<file path="src/rtl/exu_pkg.sv">
package exu_pkg;
  localparam logic [3:0] OP_NOP = 4'b0000;
  localparam logic [3:0] OP_ADD = 4'b0001;
  localparam logic [3:0] OP_SUB = 4'b0010;
  localparam logic [3:0] OP_MUL = 4'b0011;
  localparam logic [3:0] OP_DIV = 4'b0100;
  localparam logic [3:0] OP_SHF = 4'b1001;
  localparam logic [3:0] OP_LOG = 4'b1010;
  localparam logic [3:0] OP_CPY = 4'b1011;
  localparam logic [3:0] OP_CMP = 4'b1100;

  typedef enum logic [2:0] {
    REL_EQ = 3'd0,
    REL_LT = 3'd1,
    REL_LE = 3'd2,
    REL_GT = 3'd3,
    REL_GE = 3'd4
  } rel_e;
endpackage

</file>
<file path="src/rtl/exu_arith.sv">
module exu_arith
  import exu_pkg::*;
#(
  parameter int unsigned DW = 16
) (
  input  logic          clk,
  input  logic          rst_n,
  input  logic [3:0]    op,
  input  logic [DW-1:0] a,
  input  logic [DW-1:0] b,
  output logic [DW-1:0] y
);
  logic                 den_zero;
  logic signed [DW:0]   num_x;
  logic signed [DW:0]   den_x;
  logic signed [DW:0]   quot_x;

  // Operands are extended by one bit so that -2^(DW-1) / -1 cannot overflow.
  assign den_zero = (b == '0);
  assign num_x    = $signed({a[DW-1], a});
  assign den_x    = den_zero ? $signed({{DW{1'b0}}, 1'b1}) : $signed({b[DW-1], b});
  assign quot_x   = num_x / den_x;

  always_comb begin
    unique case (op)
      OP_ADD:  y = a + b;
      OP_SUB:  y = a - b;
      OP_MUL:  y = a * b;
      OP_DIV:  y = den_zero ? '1 : quot_x[DW-1:0];
      default: y = '0;
    endcase
  end


  div_zero_chk: assert property (@(posedge clk) disable iff (!rst_n)
    (op == OP_DIV && b == '0) |-> (y == '1));
endmodule

</file>
<file path="src/rtl/exu_shift.sv">
module exu_shift #(
  parameter int unsigned DW = 16
) (
  input  logic          clk,
  input  logic          rst_n,
  input  logic          dir_left,
  input  logic [DW-1:0] a,
  input  logic [DW-1:0] amt,
  output logic [DW-1:0] y
);
  localparam logic [DW:0] ONE_X   = (DW+1)'(1);
  localparam logic [DW:0] LIMIT_X = (DW+1)'(DW);

  logic          neg;
  logic          eff_left;
  logic [DW:0]   mag;

  // The magnitude is one bit wider, so the most negative amount stays large.
  assign neg      = amt[DW-1];
  assign mag      = neg ? ({1'b0, ~amt} + ONE_X) : {1'b0, amt};
  assign eff_left = dir_left ^ neg;
  assign y        = eff_left ? (a << mag) : (a >> mag);


  big_shift_zero_chk: assert property (@(posedge clk) disable iff (!rst_n)
    (mag >= LIMIT_X) |-> (y == '0));
endmodule

</file>
<file path="src/rtl/exu_cmp.sv">
module exu_cmp
  import exu_pkg::*;
#(
  parameter int unsigned DW = 16
) (
  input  logic          clk,
  input  logic          rst_n,
  input  logic [3:0]    code,
  input  logic [DW-1:0] a,
  input  logic [DW-1:0] b,
  input  logic [DW-1:0] imm_ext,
  output logic          valid,
  output logic          hit
);
  rel_e          rel;
  logic          use_imm;
  logic [DW-1:0] rhs;

  always_comb begin
    valid   = 1'b1;
    use_imm = 1'b0;
    rel     = REL_EQ;
    unique case (code)
      4'b0000: rel = REL_EQ;
      4'b0001: rel = REL_LT;
      4'b0010: rel = REL_LE;
      4'b0011: rel = REL_GT;
      4'b0100: rel = REL_GE;
      4'b0101: begin rel = REL_EQ; use_imm = 1'b1; end
      4'b0111: begin rel = REL_LT; use_imm = 1'b1; end
      4'b1000: begin rel = REL_LE; use_imm = 1'b1; end
      4'b1001: begin rel = REL_GT; use_imm = 1'b1; end
      4'b1010: begin rel = REL_GE; use_imm = 1'b1; end
      default: valid = 1'b0;
    endcase
  end

  assign rhs = use_imm ? imm_ext : b;

  always_comb begin
    unique case (rel)
      REL_EQ:  hit = (a == rhs);
      REL_LT:  hit = ($signed(a) <  $signed(rhs));
      REL_LE:  hit = ($signed(a) <= $signed(rhs));
      REL_GT:  hit = ($signed(a) >  $signed(rhs));
      REL_GE:  hit = ($signed(a) >= $signed(rhs));
      default: hit = 1'b0;
    endcase
  end


  eq_hit_chk: assert property (@(posedge clk) disable iff (!rst_n)
    (code == 4'b0000 && a == b) |-> (valid && hit));


  unused_code_chk: assert property (@(posedge clk) disable iff (!rst_n)
    (code == 4'b0110 || code >= 4'b1011) |-> !valid);
endmodule

</file>
<file path="src/rtl/exu_core.sv">
module exu_core
  import exu_pkg::*;
#(
  parameter int unsigned DW   = 16,
  parameter int unsigned IMMW = 7
) (
  input  logic            clk,
  input  logic            rst_n,
  input  logic [3:0]      op_i,
  input  logic [3:0]      sub_i,
  input  logic            imm_sel_i,
  input  logic [DW-1:0]   a_i,
  input  logic [DW-1:0]   b_i,
  input  logic [IMMW-1:0] imm_i,
  output logic [DW-1:0]   result_o,
  output logic            wr_en_o,
  output logic            flag_o
);
  localparam int unsigned EXTW = DW - IMMW;

  logic [1:0]    rst_sync_q;
  logic          rst_int_n;
  logic [DW-1:0] imm_ext;
  logic [DW-1:0] opnd_b;
  logic [DW-1:0] arith_y;
  logic [DW-1:0] shift_y;
  logic [DW-1:0] logic_y;
  logic          cmp_valid;
  logic          cmp_hit;
  logic          flag_en;
  logic          flag_d;
  logic          flag_q;

  // Reset asserts asynchronously and releases on the second rising edge.
  always_ff @(posedge clk or negedge rst_n) begin
    if (!rst_n) rst_sync_q <= 2'b00;
    else        rst_sync_q <= {rst_sync_q[0], 1'b1};
  end
  assign rst_int_n = rst_sync_q[1];

  assign imm_ext = {{EXTW{imm_i[IMMW-1]}}, imm_i};
  assign opnd_b  = imm_sel_i ? imm_ext : b_i;

  exu_arith #(.DW(DW)) u_arith (
    .clk   (clk),
    .rst_n (rst_int_n),
    .op    (op_i),
    .a     (a_i),
    .b     (opnd_b),
    .y     (arith_y)
  );

  exu_shift #(.DW(DW)) u_shift (
    .clk      (clk),
    .rst_n    (rst_int_n),
    .dir_left (sub_i[0]),
    .a        (a_i),
    .amt      (b_i),
    .y        (shift_y)
  );

  exu_cmp #(.DW(DW)) u_cmp (
    .clk     (clk),
    .rst_n   (rst_int_n),
    .code    (sub_i),
    .a       (a_i),
    .b       (b_i),
    .imm_ext (imm_ext),
    .valid   (cmp_valid),
    .hit     (cmp_hit)
  );

  always_comb begin
    unique case (sub_i[1:0])
      2'b00:   logic_y = a_i & b_i;
      2'b01:   logic_y = ~a_i;
      2'b10:   logic_y = a_i | b_i;
      default: logic_y = a_i ^ b_i;
    endcase
  end

  always_comb begin
    result_o = '0;
    wr_en_o  = 1'b0;
    unique case (op_i)
      OP_ADD, OP_SUB, OP_MUL, OP_DIV: begin result_o = arith_y; wr_en_o = 1'b1; end
      OP_SHF:  begin result_o = shift_y; wr_en_o = 1'b1; end
      OP_LOG:  begin result_o = logic_y; wr_en_o = 1'b1; end
      OP_CPY:  begin result_o = opnd_b;  wr_en_o = 1'b1; end
      default: begin result_o = '0;      wr_en_o = 1'b0; end
    endcase
  end

  // The flag register: next state first, then the register with its enable.
  assign flag_en = (op_i == OP_CMP) && cmp_valid;
  always_comb begin
    flag_d = flag_q;
    if (flag_en) flag_d = cmp_hit;
  end

  always_ff @(posedge clk or negedge rst_int_n) begin
    if (!rst_int_n) flag_q <= 1'b0;
    else            flag_q <= flag_d;
  end
  assign flag_o = flag_q;


  cmp_nowrite_chk: assert property (@(posedge clk) disable iff (!rst_int_n)
    (op_i == OP_CMP) |-> (!wr_en_o && result_o == '0));


  flag_follow_chk: assert property (@(posedge clk) disable iff (!rst_int_n)
    (op_i == OP_CMP && cmp_valid) |=> (flag_o == $past(cmp_hit)));


  flag_hold_chk: assert property (@(posedge clk) disable iff (!rst_int_n)
    !(op_i == OP_CMP && cmp_valid) |=> $stable(flag_o));


  idle_zero_chk: assert property (@(posedge clk) disable iff (!rst_int_n)
    (op_i == OP_NOP) |-> (!wr_en_o && result_o == '0));
endmodule

</file>
<file path="config.mk">
export PLATFORM = sky130hd
export DESIGN_NAME = exu_core
export DESIGN_NICKNAME = d
export VERILOG_FILES = /design/src/rtl/exu_pkg.sv /design/src/rtl/exu_arith.sv /design/src/rtl/exu_shift.sv /design/src/rtl/exu_cmp.sv /design/src/rtl/exu_core.sv
export SDC_FILE = /design/constraint.sdc
export NUM_CORES = 1
export LEC_CHECK = 0
export BUFFER_PORTS_ARGS = -buffer_cell sky130_fd_sc_hd__buf_2
export CAP_MARGIN = 20
export CORE_ASPECT_RATIO = 1.5
export CORE_MARGIN = 2
export CORE_UTILIZATION = 40
export DETAILED_ROUTE_END_ITERATION = 8
export GPL_TIMING_DRIVEN = 0
export PLACE_DENSITY_LB_ADDON = 0.2
export SYNTH_ARGS = -nofsm -noshare
export SYNTH_HDL_FRONTEND = slang
export SYNTH_HIERARCHICAL = 1
export SYNTH_SLANG_ARGS = --single-unit
</file>
<file path="constraint.sdc">
create_clock -name clk -period 65.4 [get_ports clk]
set_input_delay 9.81 -clock clk [delete_from_list [all_inputs] [get_ports clk]]
set_output_delay 9.81 -clock clk [all_outputs]
set_load 0.05 [all_outputs]
</file>
; ---- Yosys cells after proc, flatten, opt, wreduce, memory -nomap -nowiden
; Cells that the tools add are included.
[op_classes]
magnitude_cmp = 4
n_reduce_logical = 13
n_div = 1
n_eq_ne = 24
bitwise = 6
multipliers = 1
shifts = 2
addsub = 3
muxes = 14
[op_table]
columns = op, n
row1 = $pmux 16 s4, 2
row2 = $mux 16, 4
row3 = $pmux 16 s3, 1
row4 = $mux 17, 2
row5 = $not 16->16, 2
row6 = $eq 4x4->1 const B, 7
row7 = $add 16x1->17 const B, 1
row8 = $div 17x17->17, 1
row9 = $shl 16x17->16, 1
row10 = $shr 16x17->16, 1
row11 = $add 16x16->16, 1
row12 = $and 16x16->16, 1
row13 = $eq 16x16->1, 1
row14 = $eq 4x2->1 const B, 4
row15 = $eq 4x3->1 const B, 4
row16 = $ge 16x16->1, 1
row17 = $gt 16x16->1, 1
row18 = $le 16x16->1, 1
row19 = $logic_not 16->1, 1
row20 = $lt 16x16->1, 1
row21 = $mul 16x16->16, 1
row22 = $or 16x16->16, 1
row23 = $sub 16x16->16, 1
row24 = $xor 16x16->16, 1
row25 = other kinds (19), 26
[totals]
in_bits = 50
output_inout_bits = 18
reg_bits = 3

; ---- Depth between registers and ports, before layout
; Gate-level depths: netlist of run 1.
[logic_depth]
ltp_word = 7
ltp_mapped = 165
mapped_depth_nobuf = 150

; ---- Cells and area by module
; Netlist of run 1, hierarchy kept.
[modules_own_cells]
columns = module, instances, seq_area_each_um2, area_each_um2, cells_per_inst
row1 = exu_arith, 1, 0.0, 14332.5, 1940
row2 = exu_shift, 1, 0.0, 1778.0, 267
row3 = exu_core, 1, 75.1, 1751.7, 172
row4 = exu_cmp, 1, 0.0, 685.7, 81

; ---- Worst setup path before layout of run 1
; Ideal clock, no wire load.
[synth_path]
path_kind = input-to-output
startpoint = in imm_sel_i
endpoint = out result_o[10]
t_arrival_ns = 42.405
cell_stages = 150
t_required_ns = 55.590
path_slack_ns = 13.185
path_cell_list = buf_6 > mux2_1 > clkbuf_1 > inv_1 > ha_1 > or3b_2 > clkbuf_1 > nor4_2 > clkbuf_1 > nor2_1 > ha_1 > o21ai_0 > nor2b_1 > nand2b_1 > or3_1 > mux2i_1 > ha_1 > o21a_1 > [114 not listed] > a211o_1 > clkbuf_1 > mux2_2 > ha_1 > a21o_1 > a21o_1 > a21oi_1 > o21ai_0 > a31oi_1 > o21ai_0 > inv_1 > ha_1 > o211ai_1 > o41ai_1 > xnor2_1 > a21oi_1 > a221o_1 > a221o_1
[synth_between]
elab_chain_cells = 7
word_cells_on_any_way = 10
[synth_lines]
columns = element, line
row1 = from (decl), exu_core.sv:11  ; input logic imm_sel_i,
row2 = $mux 16 *, exu_core.sv:42  ; assign opnd_b = imm_sel_i ? imm_ext : b_i;
row3 = net opnd_b[0], exu_core.sv:24  ; logic [DW-1:0] opnd_b;
row4 = $logic_not 16->1, exu_arith.sv:19  ; assign den_zero = (b == '0);
row5 = $mux 17, exu_arith.sv:21  ; assign den_x = den_zero ? $signed({{DW{1'b0}}, 1'b1}) : $signed({b[DW-1], b});
row6 = $div 17x17->17, exu_arith.sv:22  ; assign quot_x = num_x / den_x;
row7 = $mux 16, exu_arith.sv:29  ; OP_DIV: y = den_zero ? '1 : quot_x[DW-1:0];
row8 = $pmux 16 s4 *, exu_arith.sv:25  ; unique case (op)
row9 = net arith_y[10], exu_core.sv:25  ; logic [DW-1:0] arith_y;
row10 = $pmux 16 s4 *, exu_core.sv:85  ; unique case (op_i)
row11 = to (decl), exu_core.sv:15  ; output logic [DW-1:0] result_o,
; The timed path passes the listed nets; every way through them passes the cells marked *.

; ---- Worst setup path in the final report of run 1
[layout_path]
startpoint = in imm_sel_i
endpoint = out result_o[12]
; The elaborated chain is that of the path after synthesis.

==> impl_metrics.ini, run 1 <==
[layout]
multi_input_area_um2 = 17100
drive_gt1_share_pct = 10.9
diodes = 0
final_common_cell = ha_1
regArea_um2 = 75.1
stdcell_area_um2 = 19800
area_delta_synth_final_pct = 6.89
fin_util_pct = 43.3
mostFrequentLayoutCells = 271 x ha_1, 238 x nand2_1, 204 x inv_1
num-nets-final = 2937
num-fill-cells = 4714

[place]
place.gp.congestion = 0.941
portBuffers = 64
pre_cts_ws_ps = 3430
detailed_place_hpwl_um = 56100
place_area_um2 = 19700

[floorplan]
die_w_um = 180
dieArea_um2 = 48100
core_um2 = 45800
start_util_pct = 40.5
ios = 68
rows = 96
die-height_um = 268

[global_routing]
grt_util_all_layers_pct = 28.1
grt_pass1_wl_um = 107000
antenna_found_initial = 0
grt-ovfl-total = 0
grt_pass1_vias = 19500
grt_max_degree = 21

[clock_tree]
cts_htree_levels = 1
clock_latency_ps = 230
cts_tree = done
ctsRootBufferMaster = clkbuf_16
clock_sinks = 3
cts_buffer_depth = 2
cts-resized-gates = 0
ctsHoldBuffers = 0
path_clk_slew_ps = 30
cts-buffers-inserted = 3
cts_setup_buffers = 0

[sta]
finalHoldViolCount = 0
slew_headroom_pct = 24.0
final.setup_skew_ps = 0.0397
drv_slew = 0
min_period_over_period_pct = 95.5
worst-slew-pin-transition_ps = 1140
fmax_ghz = 0.0160
final-setup-viol-count = 0
fin_setup_tns_ps = 0
period_needed_ps = 62440
rsz0062_at_grt = false
layout_setup_ws_ps = 2960

[yosys]
ys_seq_area_share_pct = 0.405
synthFlopType = dfrtp_1
synth-seq-cells = 3
synth_area_um2 = 18500
synthesis.nets = 2862
synth-edff-count = 0
yosys_warnings = 6
synth_cells = 2460
syn-mean-instance-area_um2 = 7.54
async_flop_share_pct = 100
synthDistinctLibCells = 117

[power]
vdd_drop_max_mv = 0.0341
p_per_area_nw_per_um2 = 31.0
p_leak_nw = 9.05

[drt]
vias = 19100
avgRoutedWirePerCell_um = 22.3
ant_nets = 0
wl_um = 69700
drc_errors = 0
routed_via_density = 6.13
drt_first_pass_iters = 5
first_iter_violations = 1177

[flow_run]
maxCapViolations = 0

[critical_path]
crit_family = compound AO/OA/AOI/OAI gates
critical_path_arrival_ps = 52630
crit_top_cell = ha_1
path_buf_inv = 23
crit_path_top_delay_cell = nor4_2
cp_slowest_stage_delay_ps = 820
cp-start-kind = primary input
crit_fanout = 10
cp-end-kind = output pin
cp.required_ps = 55590
path_class = in2out

[status]
status = finished clean

[hold_path]
hold_class = reg2async
==> per-layer routing <==
metal	GRT usage (%)	share of wire, %	up-vias
met4	18.3	7.2	0
li1	-	-	9026
met2	52.5	51	666
met1	30.8	38	9220
met3	1.76	4.2	231
met5	0	0	-
==> synth_stat cells, types with 22 or more instances <==
cell type    n  area [µm²]
fa_1        81        1620
clkbuf_1    75         282
ha_1       271        3390
inv_1      204         766
nand4_1     29         181
xor2_1      63         552
o211ai_1    24         180
a31oi_1     22         138
and2_1      71         444
or2_2       30         188
xnor2_1    122        1070
or3_1       25         156
nand2_1    238         893
nor3_1      85         425
o21ai_0    100         500
nand3_1     48         240
nand2b_1    33         206
o21a_1      40         300
a21oi_1    128         641
mux2i_1     81         811
mux2_2      44         495
nor2_1     178         668
a21o_1      38         285
a211oi_1    23         173
==> path summary, 6_finish.rpt <==
check                                     end           from  slack, ps  cells past startpoint
max in group asynchronous       rst_sync_q[0]          rst_n      55920                      1
worst max-delay path             result_o[12]      imm_sel_i       2960                    154
worst max register to register         flag_o         flag_o      64600                      1
min in group clk                rst_sync_q[1]  rst_sync_q[0]        350                      0
worst min register to register         flag_o  rst_sync_q[1]        0.8                      0
worst min-delay path                   flag_o  rst_sync_q[1]        0.8                      0
==> report_power, final <==
part	switching (mW)	internal [mW]
Combinational	0.351	0.251
Sequential	0.000121	0.00212
Clock	0.00181	0.00806
Total	0.353	0.261
==> stage by stage <==
stage	instances	hold slack (ps)	power, mW
2_1_floorplan	2460	-5.66	0.454
3_3_place_gp	3112	-2.29	0.585
3_5_place_dp	3118	-0.352	0.599
4_1_cts	3122	3.50	0.613
5_1_grt	3122	2.63	0.681
6_report	3122	0.772	0.614
==> registers in the layout, summed over array words and instances (netlist names) <==
register / cells
rst_sync_q: 2
flag_o: 1
==> cell type report <==
| class | instances | area share [%] |
|---|---|---|
| Multi-Input combinational cell | 2127 | 86.4 |
| Inverter | 205 | 3.88 |
| Tap cell | 588 | 3.71 |
| Buffer | 125 | 3.28 |
| Timing Repair Buffer | 70 | 1.94 |
| Clock buffer | 4 | 0.398 |
| Sequential cell | 3 | 0.379 |
==> cell families after synthesis <==
group / share of synthesized area, %
xor+xnor: 9.24
compound gates: 23.2
fa+ha+maj: 27.0
simple gates: 22.4
mux: 10.1
other cells: 0.0607
flops: 0.405
buf+inv: 7.66
(Power assumes the default switching activity.)
==> run 2, diff against run 1 <==
--- a/config.mk
+++ b/config.mk
@@ -9,7 +9,7 @@
 export CAP_MARGIN = 20
 export CORE_ASPECT_RATIO = 1.5
 export CORE_MARGIN = 2
-export CORE_UTILIZATION = 40
+export CORE_UTILIZATION = 50
 export DETAILED_ROUTE_END_ITERATION = 8
 export GPL_TIMING_DRIVEN = 0
 export PLACE_DENSITY_LB_ADDON = 0.2
==> run 2 against run 1 <==
Clock-buffer cell count unchanged; clock skew about the same; setup slack improved by 940 ps; critical path type unchanged.
==> impl_metrics.ini, run 2 (synthesis results as in run 1) <==
[drt]
ant_nets = 0
drt_first_pass_iters = 5
vias = 19400
routed_via_density = 6.41
wl_um = 66200
first_iter_violations = 1203
avgRoutedWirePerCell_um = 21.9
drc_errors = 0

[sta]
finalHoldViolCount = 0
layout_setup_ws_ps = 3900
final.setup_skew_ps = 0.293
final-setup-viol-count = 0
fmax_ghz = 0.0163
drv_slew = 0
worst-slew-pin-transition_ps = 1060
slew_headroom_pct = 29.1
min_period_over_period_pct = 94.0
rsz0062_at_grt = false
period_needed_ps = 61500
fin_setup_tns_ps = 0

[clock_tree]
cts_tree = done
clock_latency_ps = 230
cts_htree_levels = 1
cts-buffers-inserted = 3
ctsRootBufferMaster = clkbuf_16
path_clk_slew_ps = 30
clock_sinks = 3
cts_setup_buffers = 0
cts_buffer_depth = 2
cts-resized-gates = 0
ctsHoldBuffers = 0

[critical_path]
r2r_end = flag_o
crit_path_start = imm_sel_i
path_buf_inv = 21
rr_worst_depth = 1
critical_path_arrival_ps = 51690
crit_path_top_delay_cell = a2111oi_0
reg2reg_slack_ps = 64630
r2r_start = flag_o
cp_slowest_stage_delay_ps = 870
cp.required_ps = 55590
cp-end-kind = output pin
crit_top_cell = ha_1
crit_family = compound AO/OA/AOI/OAI gates
path_class = in2out
cp-start-kind = primary input
crit_fanout = 10

[power]
vdd_drop_max_mv = 0.0364
seq_power_share_pct = 0.4
clkPwrFrac_pct = 1.6
p_comb_share_pct = 98.0
internal_power_uw = 263
sw_frac_of_total_pct = 57.2
p_total_uw = 614
p_per_area_nw_per_um2 = 31.1
p_leak_nw = 9.08
p_sw_uw = 351

[layout]
num-nets-final = 2940
final_common_cell = ha_1
diodes = 0
area_delta_synth_final_pct = 6.39
mostFrequentLayoutCells = 271 x ha_1, 238 x nand2_1, 204 x inv_1
largest_reg_flops = 2
regMostFlops = rst_sync_q
fin_util_pct = 53.8
drive_gt1_share_pct = 11.0
layout.cells.non_filler = 3021

[floorplan]
rows = 86
die_w_um = 161
start_util_pct = 50.5
ios = 68
dieArea_um2 = 38700
core_um2 = 36700
die-height_um = 240

[global_routing]
antenna_found_initial = 0
grt_max_degree = 21
use_met3_pct = 3.04
grt_util_met1_pct = 36.8
grt-ovfl-total = 0
top_usage_layer = met2
grt_pass1_wl_um = 103000
grt_pass1_vias = 19200
grtUsageMet2_pct = 61.3
grt_util_all_layers_pct = 33.5

[flow_run]
maxCapViolations = 0

[hold_path]
hold_class = reg2async

[place]
detailed_place_hpwl_um = 53600
place.gp.congestion = 0.990
portBuffers = 64
place_inst = 3016
pre_cts_ws_ps = 3970

[status]
status = finished clean
-- run 2: layer usage --
layer  vias to the layer above  share of wire (%)  wire length [µm]
met5                         -                  0                 0
met2                       757                 49             32600
met3                       271                5.0              3340
li1                       9021                  -                 -
met1                      9317                 38             24900
met4                         0                8.1              5330
-- run 2: how the worst max path moves through the flow --
stage,slack (ps),endpoint,cells after the start
2_1_floorplan,13190,result_o[10],150
3_3_place_gp,3460,result_o[12],153
3_5_place_dp,3970,result_o[12],154
4_1_cts,3730,result_o[12],154
5_1_grt,1520,result_o[12],154
6_report,3900,result_o[12],153
-- run 2: stage by stage --
step / area, µm² / hold WS [ps]
finish: 19700 / 5.41
global route: 19700 / 14.0
detailed placement: 19700 / 1.77
CTS: 19700 / 4.10
global placement: 19500 / 2.67
floorplan: 18500 / -5.66
-- run 2: area by class of cell --
cell class,count,area (µm²)
clock buffers,4,78.8
flip-flops and latches,3,75.1
plain buffers,125,651
repair buffers,73,444
well taps,484,606
inverters,205,769
multi-input cells,2127,17100
fillers,3634,17000
-- run 2: power groups by stage --
stage          registers, mW  clock network (mW)  logic [mW]
3_5_place_dp         0.00224                   0       0.590
5_1_grt              0.00224              0.0101       0.663
3_3_place_gp         0.00225                   0       0.575
2_1_floorplan        0.00292                   0       0.451
4_1_cts              0.00223             0.00997       0.594
6_report             0.00222             0.00984       0.601
==> run 3, diff against run 2 <==
--- a/config.mk
+++ b/config.mk
@@ -5,6 +5,7 @@
 export SDC_FILE = /design/constraint.sdc
 export NUM_CORES = 1
 export LEC_CHECK = 0
+export ABC_AREA = 1
 export BUFFER_PORTS_ARGS = -buffer_cell sky130_fd_sc_hd__buf_2
 export CAP_MARGIN = 20
 export CORE_ASPECT_RATIO = 1.5
==> run 3 against run 2 <==
Critical path depth increased by 100; via count increased by 5.3%; largest cell class unchanged; synthesized cell count increased by 26%; sequential share of layout area about the same; fmax increased by 9.6%; non-clock buffer count decreased by 34; worst hold slack improved by 14 ps; clock skew about the same; core utilization decreased by 0.25 points; register-to-register slack improved by 130 ps.
==> impl_metrics.ini, run 3 <==
[yosys]
ys_top_cells_by_area = ha_1 18%, nand2_1 17%, inv_1 10%, fa_1 8.7%, nand3_1 5.9%
synthFlopType = dfrtp_1
synth_commonest_cells = 857 x nand2_1, 516 x inv_1, 271 x ha_1
synthDistinctLibCells = 73
async_flop_share_pct = 100
synth-simple-area-share_pct = 37.7
yosys_warnings = 6
synth-seq-cells = 3
synth_top_family_by_area = simple AND/OR/NAND/NOR gates
synth-edff-count = 0
synth_area_um2 = 18600
yosysMostFrequentCell = nand2_1
synthAdderAreaFrac_pct = 26.9
ys_seq_area_share_pct = 0.404
synthXorXnorAreaFrac_pct = 7.32
synthesis.nets = 3510
synth_top_area_cell = ha_1
syn-mean-instance-area_um2 = 5.99
muxShareOfSynthArea_pct = 0.868
synth_top_area_share_pct = 18.2
synth_cells = 3108
synth_compound_area_share_pct = 12.4

[clock_tree]
cts_tree = done
ctsRootBufferMaster = clkbuf_16
cts_htree_levels = 1
clock_latency_ps = 220
cts-resized-gates = 0
cts_buffer_depth = 2
cts-buffers-inserted = 3
cts_setup_buffers = 0
ctsHoldBuffers = 0
clock_sinks = 3
path_clk_slew_ps = 30

[critical_path]
cp-end-kind = output pin
path_class = in2out
r2r_end = flag_o
crit_family = compound AO/OA/AOI/OAI gates
path_buf_inv = 46
reg2reg_slack_ps = 64760
cp_slowest_stage_delay_ps = 850
crit_top_cell = nand2_1
r2r_start = flag_o
crit_fanout = 17
rr_worst_depth = 2
cp-start-kind = primary input
crit_path_top_delay_cell = nor2_2
cp.required_ps = 55590
critical_path_arrival_ps = 46280

[sta]
whs_ps = 19.4
fin_setup_tns_ps = 0
fmax_ghz = 0.0178
finalHoldViolCount = 0
period_needed_ps = 56090
final-setup-viol-count = 0
worst-slew-pin-transition_ps = 982
min_period_over_period_pct = 85.8
slew_headroom_pct = 34.5
rsz0062_at_grt = false
drv_slew = 0
final.setup_skew_ps = 0.0852

[drt]
wl_met3_um = 3720
wl_um = 64400
avgRoutedWirePerCell_um = 17.6
routed_via_density = 5.57
wl_met2_um = 32200
drt_first_pass_iters = 6
drc_errors = 0
maxUsedRoutingLayer = met4
ant_nets = 0
vias = 20400
met1Wirelength_um = 25000
first_iter_violations = 1316

[floorplan]
die_w_um = 161
ios = 68
core_um2 = 36700
start_util_pct = 50.7
dieArea_um2 = 38800
rows = 86
die-height_um = 240

[power]
p_per_area_nw_per_um2 = 29.8
p_sw_uw = 360
vdd_drop_max_mv = 0.0292
p_total_uw = 585
sw_frac_of_total_pct = 61.5
p_comb_share_pct = 98.0
internal_power_uw = 225
p_leak_nw = 11.5
seq_power_share_pct = 0.4
clkPwrFrac_pct = 1.7

[global_routing]
grt-ovfl-total = 0
grt_max_degree = 18
grt_util_all_layers_pct = 32.9
grt_pass1_vias = 20200
antenna_found_initial = 0
grt_pass1_wl_um = 102000

[layout]
num-nets-final = 3582
diodes = 0
largest_reg_flops = 2
mostFrequentLayoutCells = 857 x nand2_1, 516 x inv_1, 271 x ha_1
fin_util_pct = 53.5
stdcell_area_um2 = 19600
regMostFlops = rst_sync_q
drive_gt1_share_pct = 10.1
num-fill-cells = 3873
final_common_cell = nand2_1
area_delta_synth_final_pct = 5.59

[place]
place.gp.congestion = 1.00
detailed_place_hpwl_um = 52700
place_area_um2 = 19600
portBuffers = 66

[flow_run]
maxCapViolations = 0

[status]
status = finished clean

[hold_path]
hold_class = reg2async
==> run 3: cell types whose count changed after synthesis, moves of 36 or more <==
cell	before	now
nand2_1	238	857
nand3_1	48	221
nand2_2	0	41
nor2_1	178	245
nor3_1	85	23
mux2i_1	81	15
xnor2_1	122	51
xor2_1	63	99
inv_1	204	516
and2_1	71	7
mux2_2	44	0
==> run 3: cell families after synthesis <==
group           after synthesis
simple gates               1558
buf+inv                     644
compound gates              379
fa+ha+maj                   352
xor+xnor                    153
mux                          16
other cells                   3
flops                         3
==> run 3: per-stage QoR <==
step / instances / setup WS [ps]
floorplan: 3108 / 15640
finish: 3663 / 9310
global route: 3663 / 5350
CTS: 3663 / 9610
detailed placement: 3659 / 9770
global placement: 3658 / 10220
==> run 3: worst max path at each step <==
stage               startpoint      endpoint  slack [ps]  cells past startpoint
CTS                   imm_i[6]  result_o[12]        9610                    253
finish                imm_i[6]  result_o[12]        9310                    253
global route          imm_i[6]  result_o[12]        5350                    257
floorplan            imm_sel_i  result_o[12]       15640                    259
global placement      imm_i[6]  result_o[12]       10220                    252
detailed placement    imm_i[6]  result_o[12]        9770                    253
==> run 3: layout make-up <==
| class | instances | area, µm² | share of cell area, % |
|---|---|---|---|
| multi-input combinational | 2461 | 15900 | 80.8 |
| inverter | 547 | 2060 | 10.5 |
| tap | 484 | 606 | 3.08 |
| buffer | 97 | 596 | 3.03 |
| timing repair buffer | 67 | 345 | 1.76 |
| clock buffer | 4 | 78.8 | 0.401 |
| sequential | 3 | 75.1 | 0.382 |
==> run 3: power groups by stage <==
stage	sequential, mW	clock [mW]	combinational, mW
final	0.00220	0.00966	0.573
after floorplan	0.00272	0	0.432
after CTS	0.00219	0.00972	0.569
after global placement	0.00219	0	0.551
after detailed placement	0.00220	0	0.565
after global routing	0.00222	0.00993	0.647
==> run 3: metal layers <==
layer	track usage (%)	vias up
li1	-	10000
met1	36.7	9498
met2	62.9	710
met3	2.78	187
met4	14.7	0
met5	0	-
